==> src/rtl/blseq_pkg.sv <==
// Package: shared types, constants and the latency formula for the
// burst read latency sequencer. Assumes codes above CODE_TOP are reserved.
package blseq_pkg;

    // Burst length select encoding seen on the blen port.
    typedef enum logic [1:0] {
        BL_CONT = 2'b00,
        BL_W8   = 2'b01,
        BL_W16  = 2'b10,
        BL_W32  = 2'b11
    } blen_e;

    // Sequencer phases.
    typedef enum logic [1:0] {
        SQ_IDLE  = 2'd0,
        SQ_WAIT  = 2'd1,
        SQ_DATA  = 2'd2,
        SQ_STALL = 2'd3
    } sq_state_e;

    localparam int          CODE_W       = 3;
    localparam int          LAT_W        = 4;
    localparam logic [2:0]  CODE_DEFAULT = 3'd5;
    localparam logic [2:0]  CODE_TOP     = 3'd5;
    localparam int          LAT_BASE     = 2;

    // Total initial access cycles for a code, odd start and block-end start.
    function automatic logic [LAT_W-1:0] total_cycles(
        input logic [CODE_W-1:0] code,
        input logic              odd,
        input logic              bnd
    );
        logic [LAT_W-1:0] t;
        t = LAT_W'(code) + LAT_W'(LAT_BASE);
        if (odd && (code != '0)) t = t + LAT_W'(1);
        if (bnd)                 t = t + LAT_W'(1);
        return t;
    endfunction

    // Number of words in a fixed burst; zero for continuous.
    function automatic int burst_words(input blen_e b);
        case (b)
            BL_W8:   return 8;
            BL_W16:  return 16;
            BL_W32:  return 32;
            default: return 0;
        endcase
    endfunction

endpackage

==> src/rtl/blseq_cfg.sv <==
// Module: wait-state setting register.
// Captures the 3-bit code carried on cfg_addr[CODE_LSB+2:CODE_LSB] when
// cfg_we is high; reserved codes are dropped. Reset restores the default.
// Assumes ADDR_W > CODE_LSB + 2.
module blseq_cfg
    import blseq_pkg::*;
#(
    parameter int ADDR_W   = 21,
    parameter int CODE_LSB = 12
) (
    input  logic              clk,
    input  logic              rst_n,
    input  logic              cfg_we,
    input  logic [ADDR_W-1:0] cfg_addr,
    output logic [CODE_W-1:0] code_q
);

    logic [CODE_W-1:0] req_code;
    logic              req_ok;
    logic              unused_cfg_bits;

    // Extract the requested code from its address-bit field.
    assign req_code        = cfg_addr[CODE_LSB +: CODE_W];
    assign req_ok          = (req_code <= CODE_TOP);
    assign unused_cfg_bits = ^cfg_addr;

    // Hold the active setting; ignore reserved codes.
    always_ff @(posedge clk) begin
        if (!rst_n) begin
            code_q <= CODE_DEFAULT;
        end else if (cfg_we && req_ok) begin
            code_q <= req_code;
        end
    end

endmodule

==> src/rtl/blseq_lat.sv <==
// Module: initial access down-counter.
// A load computes the total latency from the code and the start address
// properties and restarts the count; hit is high in the cycle before the
// edge on which data becomes valid. Assumes total latency >= 2.
module blseq_lat
    import blseq_pkg::*;
(
    input  logic              clk,
    input  logic              rst_n,
    input  logic              load,
    input  logic [CODE_W-1:0] code,
    input  logic              odd,
    input  logic              bnd,
    output logic              hit
);

    logic [LAT_W-1:0] cnt_q;

    // Load on start, otherwise count down to zero and rest there.
    always_ff @(posedge clk) begin
        if (!rst_n) begin
            cnt_q <= '0;
        end else if (load) begin
            cnt_q <= total_cycles(code, odd, bnd);
        end else if (cnt_q != '0) begin
            cnt_q <= cnt_q - LAT_W'(1);
        end
    end

    // Last waiting cycle: the next edge makes data valid.
    assign hit = (cnt_q == LAT_W'(1));

endmodule

==> src/rtl/blseq_addr.sv <==
// Module: next word address generator.
// Fixed lengths wrap inside their aligned group; continuous counts
// linearly. Also flags the last word of a 2**BLK_W block.
// Assumes BLK_W >= 5 so every fixed group fits in one block.
module blseq_addr
    import blseq_pkg::*;
#(
    parameter int ADDR_W = 21,
    parameter int BLK_W  = 6
) (
    input  logic [ADDR_W-1:0] cur,
    input  blen_e             mode,
    output logic [ADDR_W-1:0] nxt,
    output logic              blk_end
);

    logic [ADDR_W-1:0] wrap_mask;
    logic [ADDR_W-1:0] inc;

    // Pick which low bits roll over for the selected length.
    always_comb begin
        case (mode)
            BL_W8:   wrap_mask = ADDR_W'(7);
            BL_W16:  wrap_mask = ADDR_W'(15);
            BL_W32:  wrap_mask = ADDR_W'(31);
            default: wrap_mask = '1;
        endcase
    end

    // Merge the held group bits with the incremented in-group bits.
    always_comb begin
        inc = cur + ADDR_W'(1);
        nxt = (cur & ~wrap_mask) | (inc & wrap_mask);
    end

    // Current word is the final word of its block.
    assign blk_end = &cur[BLK_W-1:0];

endmodule

==> src/rtl/burst_latency_seq.sv <==
// Module: burst read latency sequencer (top).
// On start it latches address and length, waits the programmed initial
// access time, then presents one word per clock with ready high. Fixed
// bursts end with a done pulse; continuous bursts stall one clock per
// block crossing. A new start aborts any burst in progress.
// Assumes blen is valid whenever start is high.
module burst_latency_seq
    import blseq_pkg::*;
#(
    parameter int ADDR_W   = 21,
    parameter int CODE_LSB = 12,
    parameter int BLK_W    = 6
) (
    input  logic              clk,
    input  logic              rst_n,
    input  logic              cfg_we,
    input  logic [ADDR_W-1:0] cfg_addr,
    input  logic              start,
    input  logic [ADDR_W-1:0] start_addr,
    input  logic [1:0]        blen,
    output logic [ADDR_W-1:0] word_addr,
    output logic              ready,
    output logic              done
);

    localparam int LEFT_W = BLK_W;

    logic [CODE_W-1:0] code_q;
    logic              lat_hit;
    logic              start_odd;
    logic              start_bnd;
    blen_e             start_mode;

    sq_state_e         st_q;
    blen_e             mode_q;
    logic [ADDR_W-1:0] addr_q;
    logic [ADDR_W-1:0] addr_nxt;
    logic              blk_end;
    logic [LEFT_W-1:0] left_q;
    logic              ready_q;
    logic              done_q;
    logic              skip_q;
    logic              is_fixed;
    logic              last_word;

    // Start address properties that extend the initial access.
    assign start_odd  = start_addr[0];
    assign start_bnd  = &start_addr[BLK_W-1:0];
    assign start_mode = blen_e'(blen);

    blseq_cfg #(
        .ADDR_W   (ADDR_W),
        .CODE_LSB (CODE_LSB)
    ) u_cfg (
        .clk      (clk),
        .rst_n    (rst_n),
        .cfg_we   (cfg_we),
        .cfg_addr (cfg_addr),
        .code_q   (code_q)
    );

    blseq_lat u_lat (
        .clk   (clk),
        .rst_n (rst_n),
        .load  (start),
        .code  (code_q),
        .odd   (start_odd),
        .bnd   (start_bnd),
        .hit   (lat_hit)
    );

    blseq_addr #(
        .ADDR_W (ADDR_W),
        .BLK_W  (BLK_W)
    ) u_addr (
        .cur     (addr_q),
        .mode    (mode_q),
        .nxt     (addr_nxt),
        .blk_end (blk_end)
    );

    // Burst bookkeeping decodes.
    assign is_fixed  = (mode_q != BL_CONT);
    assign last_word = is_fixed && (left_q == LEFT_W'(1));

    // Phase sequencing, address stepping and flag generation.
    always_ff @(posedge clk) begin
        if (!rst_n) begin
            st_q    <= SQ_IDLE;
            mode_q  <= BL_CONT;
            addr_q  <= '0;
            left_q  <= '0;
            ready_q <= 1'b0;
            done_q  <= 1'b0;
            skip_q  <= 1'b0;
        end else if (start) begin
            st_q    <= SQ_WAIT;
            mode_q  <= start_mode;
            addr_q  <= start_addr;
            left_q  <= LEFT_W'(burst_words(start_mode));
            ready_q <= 1'b0;
            done_q  <= 1'b0;
            skip_q  <= start_bnd;
        end else begin
            case (st_q)
                SQ_IDLE: begin
                    done_q <= 1'b0;
                end
                SQ_WAIT: begin
                    if (lat_hit) begin
                        st_q    <= SQ_DATA;
                        ready_q <= 1'b1;
                    end
                end
                SQ_DATA: begin
                    if (last_word) begin
                        st_q    <= SQ_IDLE;
                        ready_q <= 1'b0;
                        done_q  <= 1'b1;
                    end else begin
                        addr_q <= addr_nxt;
                        skip_q <= 1'b0;
                        if (is_fixed) begin
                            left_q <= left_q - LEFT_W'(1);
                        end else if (blk_end && !skip_q) begin
                            st_q    <= SQ_STALL;
                            ready_q <= 1'b0;
                        end
                    end
                end
                SQ_STALL: begin
                    st_q    <= SQ_DATA;
                    ready_q <= 1'b1;
                end
                default: begin
                    st_q    <= SQ_IDLE;
                    ready_q <= 1'b0;
                end
            endcase
        end
    end

    assign word_addr = addr_q;
    assign ready     = ready_q;
    assign done      = done_q;

endmodule

==> config.mk <==
export PLATFORM = sky130hd
export DESIGN_NAME = burst_latency_seq
export DESIGN_NICKNAME = d
export VERILOG_FILES = /design/src/rtl/blseq_pkg.sv /design/src/rtl/blseq_cfg.sv /design/src/rtl/blseq_lat.sv /design/src/rtl/blseq_addr.sv /design/src/rtl/burst_latency_seq.sv
export SDC_FILE = /design/constraint.sdc
export NUM_CORES = 1
export LEC_CHECK = 0
export ABC_CLOCK_PERIOD_IN_PS = 1700
export BUFFER_PORTS_ARGS = -buffer_cell sky130_fd_sc_hd__buf_4
export CAP_MARGIN = 25
export CORE_MARGIN = 1.5
export CORE_UTILIZATION = 25
export CTS_BUF_LIST = sky130_fd_sc_hd__clkbuf_4
export DETAILED_ROUTE_END_ITERATION = 10
export SLEW_MARGIN = 20
export SYNTH_ARGS = -nofsm -noshare
export SYNTH_HDL_FRONTEND = slang
export SYNTH_SLANG_ARGS = --single-unit
==> constraint.sdc <==
create_clock -name clk -period 1.7 [get_ports clk]
set_input_delay 0 -clock clk [delete_from_list [all_inputs] [get_ports clk]]
set_output_delay 0 -clock clk [all_outputs]
set_load 0.1 [all_outputs]
==> results of run 1 <==
==> metal layers <==
metal / track usage (%) / vias up / part of all wire [%]
li1: - / 1270 / -
met1: 17.7 / 1143 / 47
met2: 22.7 / 55 / 47
met3: 2.83 / 7 / 4.7
met4: 3.31 / 0 / 1.2
met5: 0 / - / 0
==> area by class of cell <==
class                           count  area (um2)
Clock buffer                        8        60.1
Inverter                           19        71.3
Timing Repair Buffer              111         920
Tap cell                          129         161
Fill cell                         911        5460
Multi-Input combinational cell    228        1730
Sequential cell                    41         886
==> cells by family after synthesis <==
family | after synthesis | share of synthesized area [%]
AOI/OAI and AO/OA | 75 | 18.8
xor gates and xnor gates | 30 | 10.9
DFF | 41 | 34.1
buffers and inverters | 32 | 5.35
adders and majority gates | 14 | 7.27
muxes | 3 | 1.25
and+or+nand+nor | 104 | 22.4
==> worst min-delay path, delay by kind of cell <==
family,cells,cell delay (ns)
AOI/OAI and AO/OA,1,0.06
buffers and inverters,1,0.19
and+or+nand+nor,1,0.08
==> where the power goes <==
group / switching, mW / internal, mW
Sequential: 0.0773 / 1.02
Combinational: 0.508 / 0.321
Clock: 0.327 / 0.213
==> synthesized netlist by cell type, drive strengths merged (3+ instances only) <==
cell and number:
dfxtp 41, o21ai 28, a21oi 26, nand2 24, xnor2 22, inv 19
nand3 19, nor2 15, ha 14, clkbuf 11, nor3 11, nor4 9
xor2 8, and3 5, nor2b 5, a211oi 4, and2 3, mux2i 3
nand2b 3, nor3b 3, o21a 3
==> stage by stage <==
stage                     std cells  TNS, ns
final                           536  -0.0439
after CTS                       533  -0.0206
after detailed placement        490   -0.509
after global placement          490   -0.134
after global routing            536   -0.905
after floorplan                 299   -0.330
==> final timing paths <==
kind / startpoint / to / slack (ns) / cells past startpoint
worst max register to register: left_q[1] / flip-flop / -0.04 / 8
worst max-delay path: left_q[1] / flip-flop / -0.04 / 8
worst min-delay path: start / flip-flop / 0.02 / 3
worst min register to register: left_q[5] / left_q[5] / 0.51 / 2
==> repair_timing <==
action	4_1_cts	5_1_grt
buffers inserted	3	3
gates cloned	2	0
endpoints found under the setup margin	14	31
hold buffers	30	0
endpoints found under the hold margin	28	0
resized for setup	9	36
pin swaps	3	14
==> flow_summary.json, run 1 <==
{
  "status": "finished, violations left",
  "violations": "setup timing",
  "slowest_stage": "dfxtp_2",
  "grt_first_pass_wirelength_um": 11000,
  "cts_num_sinks": 41,
  "wl_per_cell_um": 13.2,
  "cts_made_buffers": 5,
  "grtUsageTotal_pct": 13.5,
  "fin_skew_ns": 0.0137,
  "yosysUniqueCellTypes": 40,
  "std_cell_rows": 35,
  "finalMaxSlewViolations": 0,
  "gp_congestion": 0.806,
  "synth_area_um2": 2410,
  "die_w_um": 101,
  "cts_tree": "built",
  "n_antenna_cell": 0,
  "grt_overflow": 0,
  "nets": 468,
  "drtIter0Drc": 102,
  "cp.arrival_ns": 1.99,
  "critPathMaxFanout": 5,
  "clk_latency_ns": 0.36,
  "avgSynthCellArea_um2": 8.06,
  "dp_hpwl_um": 4680,
  "max_freq_ghz": 0.573,
  "netlist.area_leader.share_pct": 34.1,
  "antenna_found_initial": 0,
  "fin_crit_sh_pct": 103,
  "rsz0062_at_grt": "yes",
  "synth_edf_count": 0,
  "clkTransAtPathRegs_ns": 0.12,
  "maxCapViolCount": 0,
  "synth_area_leaders": "dfxtp_1 34%, xnor2_1 8.0%, ha_1 7.3%",
  "core_region_area_um2": 9280,
  "synth_ff_type": "dfxtp_1",
  "cp-start-kind": "flip-flop",
  "syn_nets": 361,
  "cts.htree.levels": 2,
  "critPathBufInv": 2,
  "synth-seq-cells": 41,
  "ir_drop_v": 0.000304,
  "p_leak_nw": 1.50,
  "drc": 0,
  "yosysSeqAreaShare_pct": 34.1,
  "grt_max_degree": 38,
  "vias": 2475,
  "holdWs_ns": 0.0188,
  "cts_root_buf": "clkbuf_4",
  "cts_buffer_depth": 2,
  "hold_class": "in -> reg",
  "utilization_pct": 41.2,
  "dp_slack_ns": -0.0635,
  "layout_setup_ws_ns": -0.0439,
  "crit_type": "reg -> reg",
  "slowest_delay_ns": 0.36,
  "layout_common_cells": "78 x buf_4, 30 x dlygate4sd3_1, 25 x o21ai_0, 25 x a21oi_1, 24 x nand2_1",
  "initial_utilization_pct": 25.9,
  "hold_viol": 0,
  "dpl_cell_area_um2": 3210,
  "cpLargestDelayFamily": "simple AND/OR/NAND/NOR gates",
  "path_cells": "inv_2 > ha_4 > nor2b_4 > a31o_4 > buf_6 > nor4_4 > xnor2_1 > a21oi_1",
  "die_h_um": 101,
  "crit_required_ns": 1.95,
  "die-area_um2": 10200,
  "final_common_cell": "buf_4",
  "async_reset_ff_share_pct": 0,
  "powerDensity_nw_per_um2": 646,
  "setup_viol": 1,
  "worst_pin_slew_ns": 0.523,
  "layout_min_cycle_time_ns": 1.74,
  "portBuffers": 52,
  "antenna_left": 0,
  "grt_pass1_vias": 2367,
  "total_power_mw": 2.47,
  "yosys_warnings": 0,
  "cp-end-kind": "flip-flop",
  "ios": 71,
  "drt_pass1_iterations": 4,
  "yosys.area.top_type": "dfxtp_1",
  "drt_wl_total_um": 7070,
  "design_area_um2": 3820,
  "relSlewSlack_pct": 64.9,
  "viasPerCell": 4.62,
  "synth_cells": 299,
  "syn_to_final_growth_pct": 58.8,
  "drive_gt1_share_pct": 38.1
}
Power figures use the tool's default switching activity.
==> run 2: changes to the inputs <==
--- a/config.mk
+++ b/config.mk
@@ -10,8 +10,8 @@
 export CAP_MARGIN = 25
 export CORE_MARGIN = 1.5
 export CORE_UTILIZATION = 25
-export CTS_BUF_LIST = sky130_fd_sc_hd__clkbuf_4
 export DETAILED_ROUTE_END_ITERATION = 10
+export RECOVER_POWER = 50
 export SLEW_MARGIN = 20
 export SYNTH_ARGS = -nofsm -noshare
 export SYNTH_HDL_FRONTEND = slang
==> flow_summary.json, run 2 (synthesis results as in run 1) <==
{
  "hold_viol": 0,
  "pwr-share-comb_pct": 31.4,
  "relSlewSlack_pct": 62.6,
  "utilization_pct": 39.6,
  "viasPerCell": 4.70,
  "die_w_um": 101,
  "max_freq_ghz": 0.590,
  "layout_min_cycle_time_ns": 1.70,
  "power.switching_mw": 0.912,
  "status": "finished, final reports clean",
  "cts_root_buf": "clkbuf_8",
  "grt_use_met2_pct": 22.5,
  "clk_latency_ns": 0.29,
  "cp.arrival_ns": 1.91,
  "hold_depth": 3,
  "vias": 2461,
  "finalMaxSlewViolations": 0,
  "path_cells": "nor3_4 > a31o_2 > buf_4 > nor2_1 > xnor2_1 > a21oi_1",
  "total_power_mw": 2.51,
  "cts_tree": "built",
  "initial_utilization_pct": 25.9,
  "clkTransAtPathRegs_ns": 0.08,
  "cts_buffer_depth": 2,
  "fin_skew_ns": 0.00426,
  "setup_viol": 0,
  "final_common_cell": "buf_4",
  "rsz0062_at_grt": "yes",
  "cp-end-kind": "flip-flop",
  "use_met3_pct": 2.97,
  "grtUsageTotal_pct": 13.4,
  "hold_class": "in -> reg",
  "maxCapViolCount": 0,
  "drtIter0Drc": 128,
  "crit_required_ns": 1.91,
  "gp_congestion": 0.806,
  "drive_gt1_share_pct": 37.7,
  "syn_to_final_growth_pct": 52.7,
  "grtUsageMet1_pct": 17.4,
  "grt_pass1_vias": 2342,
  "nets": 456,
  "cp-start-kind": "flip-flop",
  "slowest_stage": "dfxtp_1",
  "portBuffers": 52,
  "wl_per_cell_um": 13.2,
  "r2r.worst_path.cells": 6,
  "drt_pass1_iterations": 4,
  "placed_cells": 490,
  "grt_first_pass_wirelength_um": 10900,
  "drt_wl_total_um": 6920,
  "p_leak_nw": 1.44,
  "die-area_um2": 10200,
  "holdWs_ns": 0.00906,
  "worst_pin_slew_ns": 0.563,
  "slowest_delay_ns": 0.37,
  "ir_drop_v": 0.000324,
  "intPower_mw": 1.60,
  "cts.htree.levels": 2,
  "grt_overflow": 0,
  "holdPathEnd": "mode_q[1]",
  "layout_setup_ws_ns": 0.00397,
  "crit_type": "reg -> reg",
  "n_antenna_cell": 0,
  "r2r-start": "left_q[2]",
  "pwr-share-seq_pct": 43.8,
  "busiest_layer": "met2",
  "powerDensity_nw_per_um2": 683,
  "cts_made_buffers": 5,
  "dp_hpwl_um": 4680,
  "hold_start": "blen[1]",
  "critPathMaxFanout": 9,
  "die_h_um": 101,
  "regToRegSetupSlack_ns": 0.004,
  "layout_common_cells": "59 x buf_4, 26 x o21ai_0, 26 x a21oi_1",
  "fin_cells": 524,
  "fin_crit_sh_pct": 99.8,
  "r2r-end": "word_addr[2]",
  "antenna_found_initial": 0,
  "ios": 71,
  "netSwitchingFraction_pct": 36.3,
  "clock_power_share_pct": 24.9,
  "std_cell_rows": 35,
  "drc": 0,
  "dp_slack_ns": -0.0635,
  "antenna_left": 0,
  "grt_max_degree": 38,
  "core_region_area_um2": 9280,
  "cts_num_sinks": 41
}
## run 2: cell types whose count changed in the layout (fill, tap and decap cells not counted), sizes merged
cell         before  now
clkbuf            8   26
dlygate4sd3      30   19
buf              81   62
## run 2: what timing repair did
action                                  CTS  global route
gates cloned                              2             0
hold endpoints to repair                 19             0
endpoints found under the setup margin   14            31
buffers inserted                          2             3
hold buffers                             19             0
resized for setup                         9            35
pin swaps                                 3            13
## run 2: per-layer routing
layer	wire length (um)	part of all wire [%]
met5	0	0
met4	43	0.62
met3	294	4.2
met2	3310	48
met1	3270	47
## run 2: power groups by stage
stage / Clock [mW] / Sequential, mW / Combinational, mW
CTS: 0.650 / 1.09 / 0.784
detailed placement: 0 / 1.11 / 0.735
global route: 0.689 / 1.11 / 0.854
global placement: 0 / 1.11 / 0.727
floorplan: 0 / 1.36 / 0.279
finish: 0.625 / 1.10 / 0.788
## run 2: worst max path at each step
stage | startpoint | to | slack, ns | cells past startpoint
2_1_floorplan | left_q[1] | flip-flop | -0.07 | 8
3_3_place_gp | mode_q[1] | flip-flop | -0.05 | 8
3_5_place_dp | mode_q[1] | flip-flop | -0.06 | 8
4_1_cts | left_q[1] | flip-flop | -0.004 | 7
5_1_grt | left_q[1] | flip-flop | -0.12 | 8
6_report | left_q[2] | word_addr[2] | 0.004 | 6
## run 2: cell type report
| type | count | area [um2] |
|---|---|---|
| Timing Repair Buffer | 99 | 759 |
| Clock buffer | 8 | 80.1 |
| Fill cell | 918 | 5610 |
| Sequential cell | 41 | 882 |
| Multi-Input combinational cell | 228 | 1720 |
| Tap cell | 129 | 161 |
| Inverter | 19 | 71.3 |
## run 2: through the flow
step | instance area, um2 | setup TNS (ns)
2_1_floorplan | 2540 | -0.330
3_3_place_gp | 3210 | -0.134
3_5_place_dp | 3210 | -0.509
4_1_cts | 3540 | -0.00490
5_1_grt | 3680 | -0.850
6_report | 3680 | 0
## run 2: critical path: cells and delay by family, from the launching register on
family | cells | cell delay (ns)
AOI/OAI and AO/OA | 2 | 0.51
and+or+nand+nor | 2 | 0.41
buffers and inverters | 1 | 0.21
DFF | 1 | 0.37
xor gates and xnor gates | 1 | 0.12
==> run 3: changes to the inputs <==
--- a/config.mk
+++ b/config.mk
@@ -9,8 +9,9 @@
 export BUFFER_PORTS_ARGS = -buffer_cell sky130_fd_sc_hd__buf_4
 export CAP_MARGIN = 25
 export CORE_MARGIN = 1.5
-export CORE_UTILIZATION = 25
+export CORE_UTILIZATION = 47
 export DETAILED_ROUTE_END_ITERATION = 10
+export PLACE_DENSITY = 0.77
 export RECOVER_POWER = 50
 export SLEW_MARGIN = 20
 export SYNTH_ARGS = -nofsm -noshare
==> flow_summary.json, run 3 (synthesis results as in run 1) <==
{
  "n_antenna_cell": 0,
  "fin_skew_ns": 0.0128,
  "gp_congestion": 0.811,
  "die-area_um2": 5560,
  "hold_viol": 1,
  "max_freq_ghz": 0.594,
  "drt_pass1_iterations": 4,
  "worst_pin_slew_ns": 0.526,
  "initial_utilization_pct": 50.0,
  "holdWs_ns": -0.00584,
  "nets": 453,
  "violations": "hold timing",
  "relSlewSlack_pct": 64.6,
  "drive_gt1_share_pct": 39.3,
  "cts_root_buf": "clkbuf_8",
  "drc": 0,
  "cp-start-kind": "flip-flop",
  "grt_first_pass_wirelength_um": 10500,
  "antenna_left": 0,
  "layout_common_cells": "71 x buf_4, 26 x a21oi_1, 25 x o21ai_0",
  "cts_buffer_depth": 2,
  "cts_made_buffers": 5,
  "cts_tree": "built",
  "crit_type": "reg -> reg",
  "cp.arrival_ns": 1.87,
  "maxCapViolCount": 0,
  "setup_viol": 0,
  "hold_class": "in -> reg",
  "rsz0062_at_grt": "yes",
  "dp_slack_ns": -0.130,
  "clk_latency_ns": 0.30,
  "design_area_um2": 3750,
  "drt_wl_total_um": 7230,
  "grt_max_degree": 38,
  "ios": 71,
  "grtUsageTotal_pct": 24.2,
  "dpl_cell_area_um2": 3130,
  "critPathMaxFanout": 5,
  "viasPerCell": 5.60,
  "cp-end-kind": "flip-flop",
  "dp_hpwl_um": 4390,
  "cts.htree.levels": 2,
  "powerDensity_nw_per_um2": 731,
  "vias": 2569,
  "clkTransAtPathRegs_ns": 0.08,
  "cts_num_sinks": 41,
  "core_region_area_um2": 4820,
  "syn_to_final_growth_pct": 55.7,
  "die_w_um": 74.6,
  "grt_pass1_vias": 2378,
  "status": "finished, violations left",
  "layout_min_cycle_time_ns": 1.68,
  "finalMaxSlewViolations": 0,
  "antenna_found_initial": 0,
  "p_leak_nw": 1.54,
  "ir_drop_v": 0.000622,
  "portBuffers": 52,
  "drtIter0Drc": 175,
  "std_cell_rows": 25,
  "final_common_cell": "buf_4",
  "crit_required_ns": 1.89,
  "grt_overflow": 0,
  "fin_crit_sh_pct": 99.0,
  "layout_setup_ws_ns": 0.0166,
  "wl_per_cell_um": 15.8,
  "die_h_um": 74.6
}
==> run 3: final timing paths <==
check                       from   endpoint  cells after the start  slack [ns]
hold reg to reg             done       done                      2        0.51
setup / recovery       left_q[1]  flip-flop                      7        0.02
hold / removal    start_addr[18]  flip-flop                      3      -0.006
setup reg to reg       left_q[1]  flip-flop                      7        0.02
==> run 3: routing by layer <==
metal / share of wire (%) / routed length [um] / vias up / GRT usage (%)
met5: 0 / 0 / - / 0
met4: 0.77 / 56 / 0 / 5.86
met3: 4.0 / 290 / 8 / 4.20
met2: 53 / 3820 / 69 / 44.2
met1: 42 / 3060 / 1245 / 29.3
li1: - / - / 1247 / -
==> run 3: what timing repair did <==
action / 4_1_cts / 5_1_grt
gates resized for setup: 12 / 44
buffers inserted: 0 / 0
hold buffers: 21 / 0
gates cloned: 0 / 3
pin swaps: 2 / 19
endpoints found under the hold margin: 21 / 0
setup endpoints to repair: 10 / 30
==> run 3: where the power goes <==
group | switching, mW | total (mW) | internal [mW] | leakage (nW)
registers | 0.0835 | 1.11 | 1.02 | 0.349
logic | 0.528 | 0.840 | 0.312 | 1.14
clock network | 0.358 | 0.794 | 0.436 | 0.0552
==> run 3: final cells by class <==
| cell class | count | area [um2] |
|---|---|---|
| clock buffers | 6 | 72.6 |
| clock inverters | 2 | 35.0 |
| fillers | 326 | 1070 |
| inverters | 19 | 71.3 |
| multi-input cells | 229 | 1820 |
| flip-flops and latches | 41 | 886 |
| well taps | 67 | 83.8 |
| repair buffers | 95 | 786 |
==> run 3: critical path, stage by stage, from the launching register on <==
cell and delay [ns]:
dfxtp_2 0.33, inv_1 0.05, ha_1 0.17, nor2b_4 0.15, a31o_4 0.28, nor3_1 0.35, xnor2_1 0.16, a21oi_1 0.08
==> run 3: stage by stage <==
step	cells	hold WS [ns]	util (%)	power [mW]	TNS [ns]
after floorplan	299	0.138	-	1.64	-0.330
after global placement	427	0.225	65.1	1.83	-0.316
after detailed placement	427	0.238	65.1	1.85	-0.423
after CTS	456	0.00235	73.1	2.67	-0.0273
after global routing	459	0.0262	77.9	2.85	-0.300
final	459	-0.00584	77.9	2.74	0
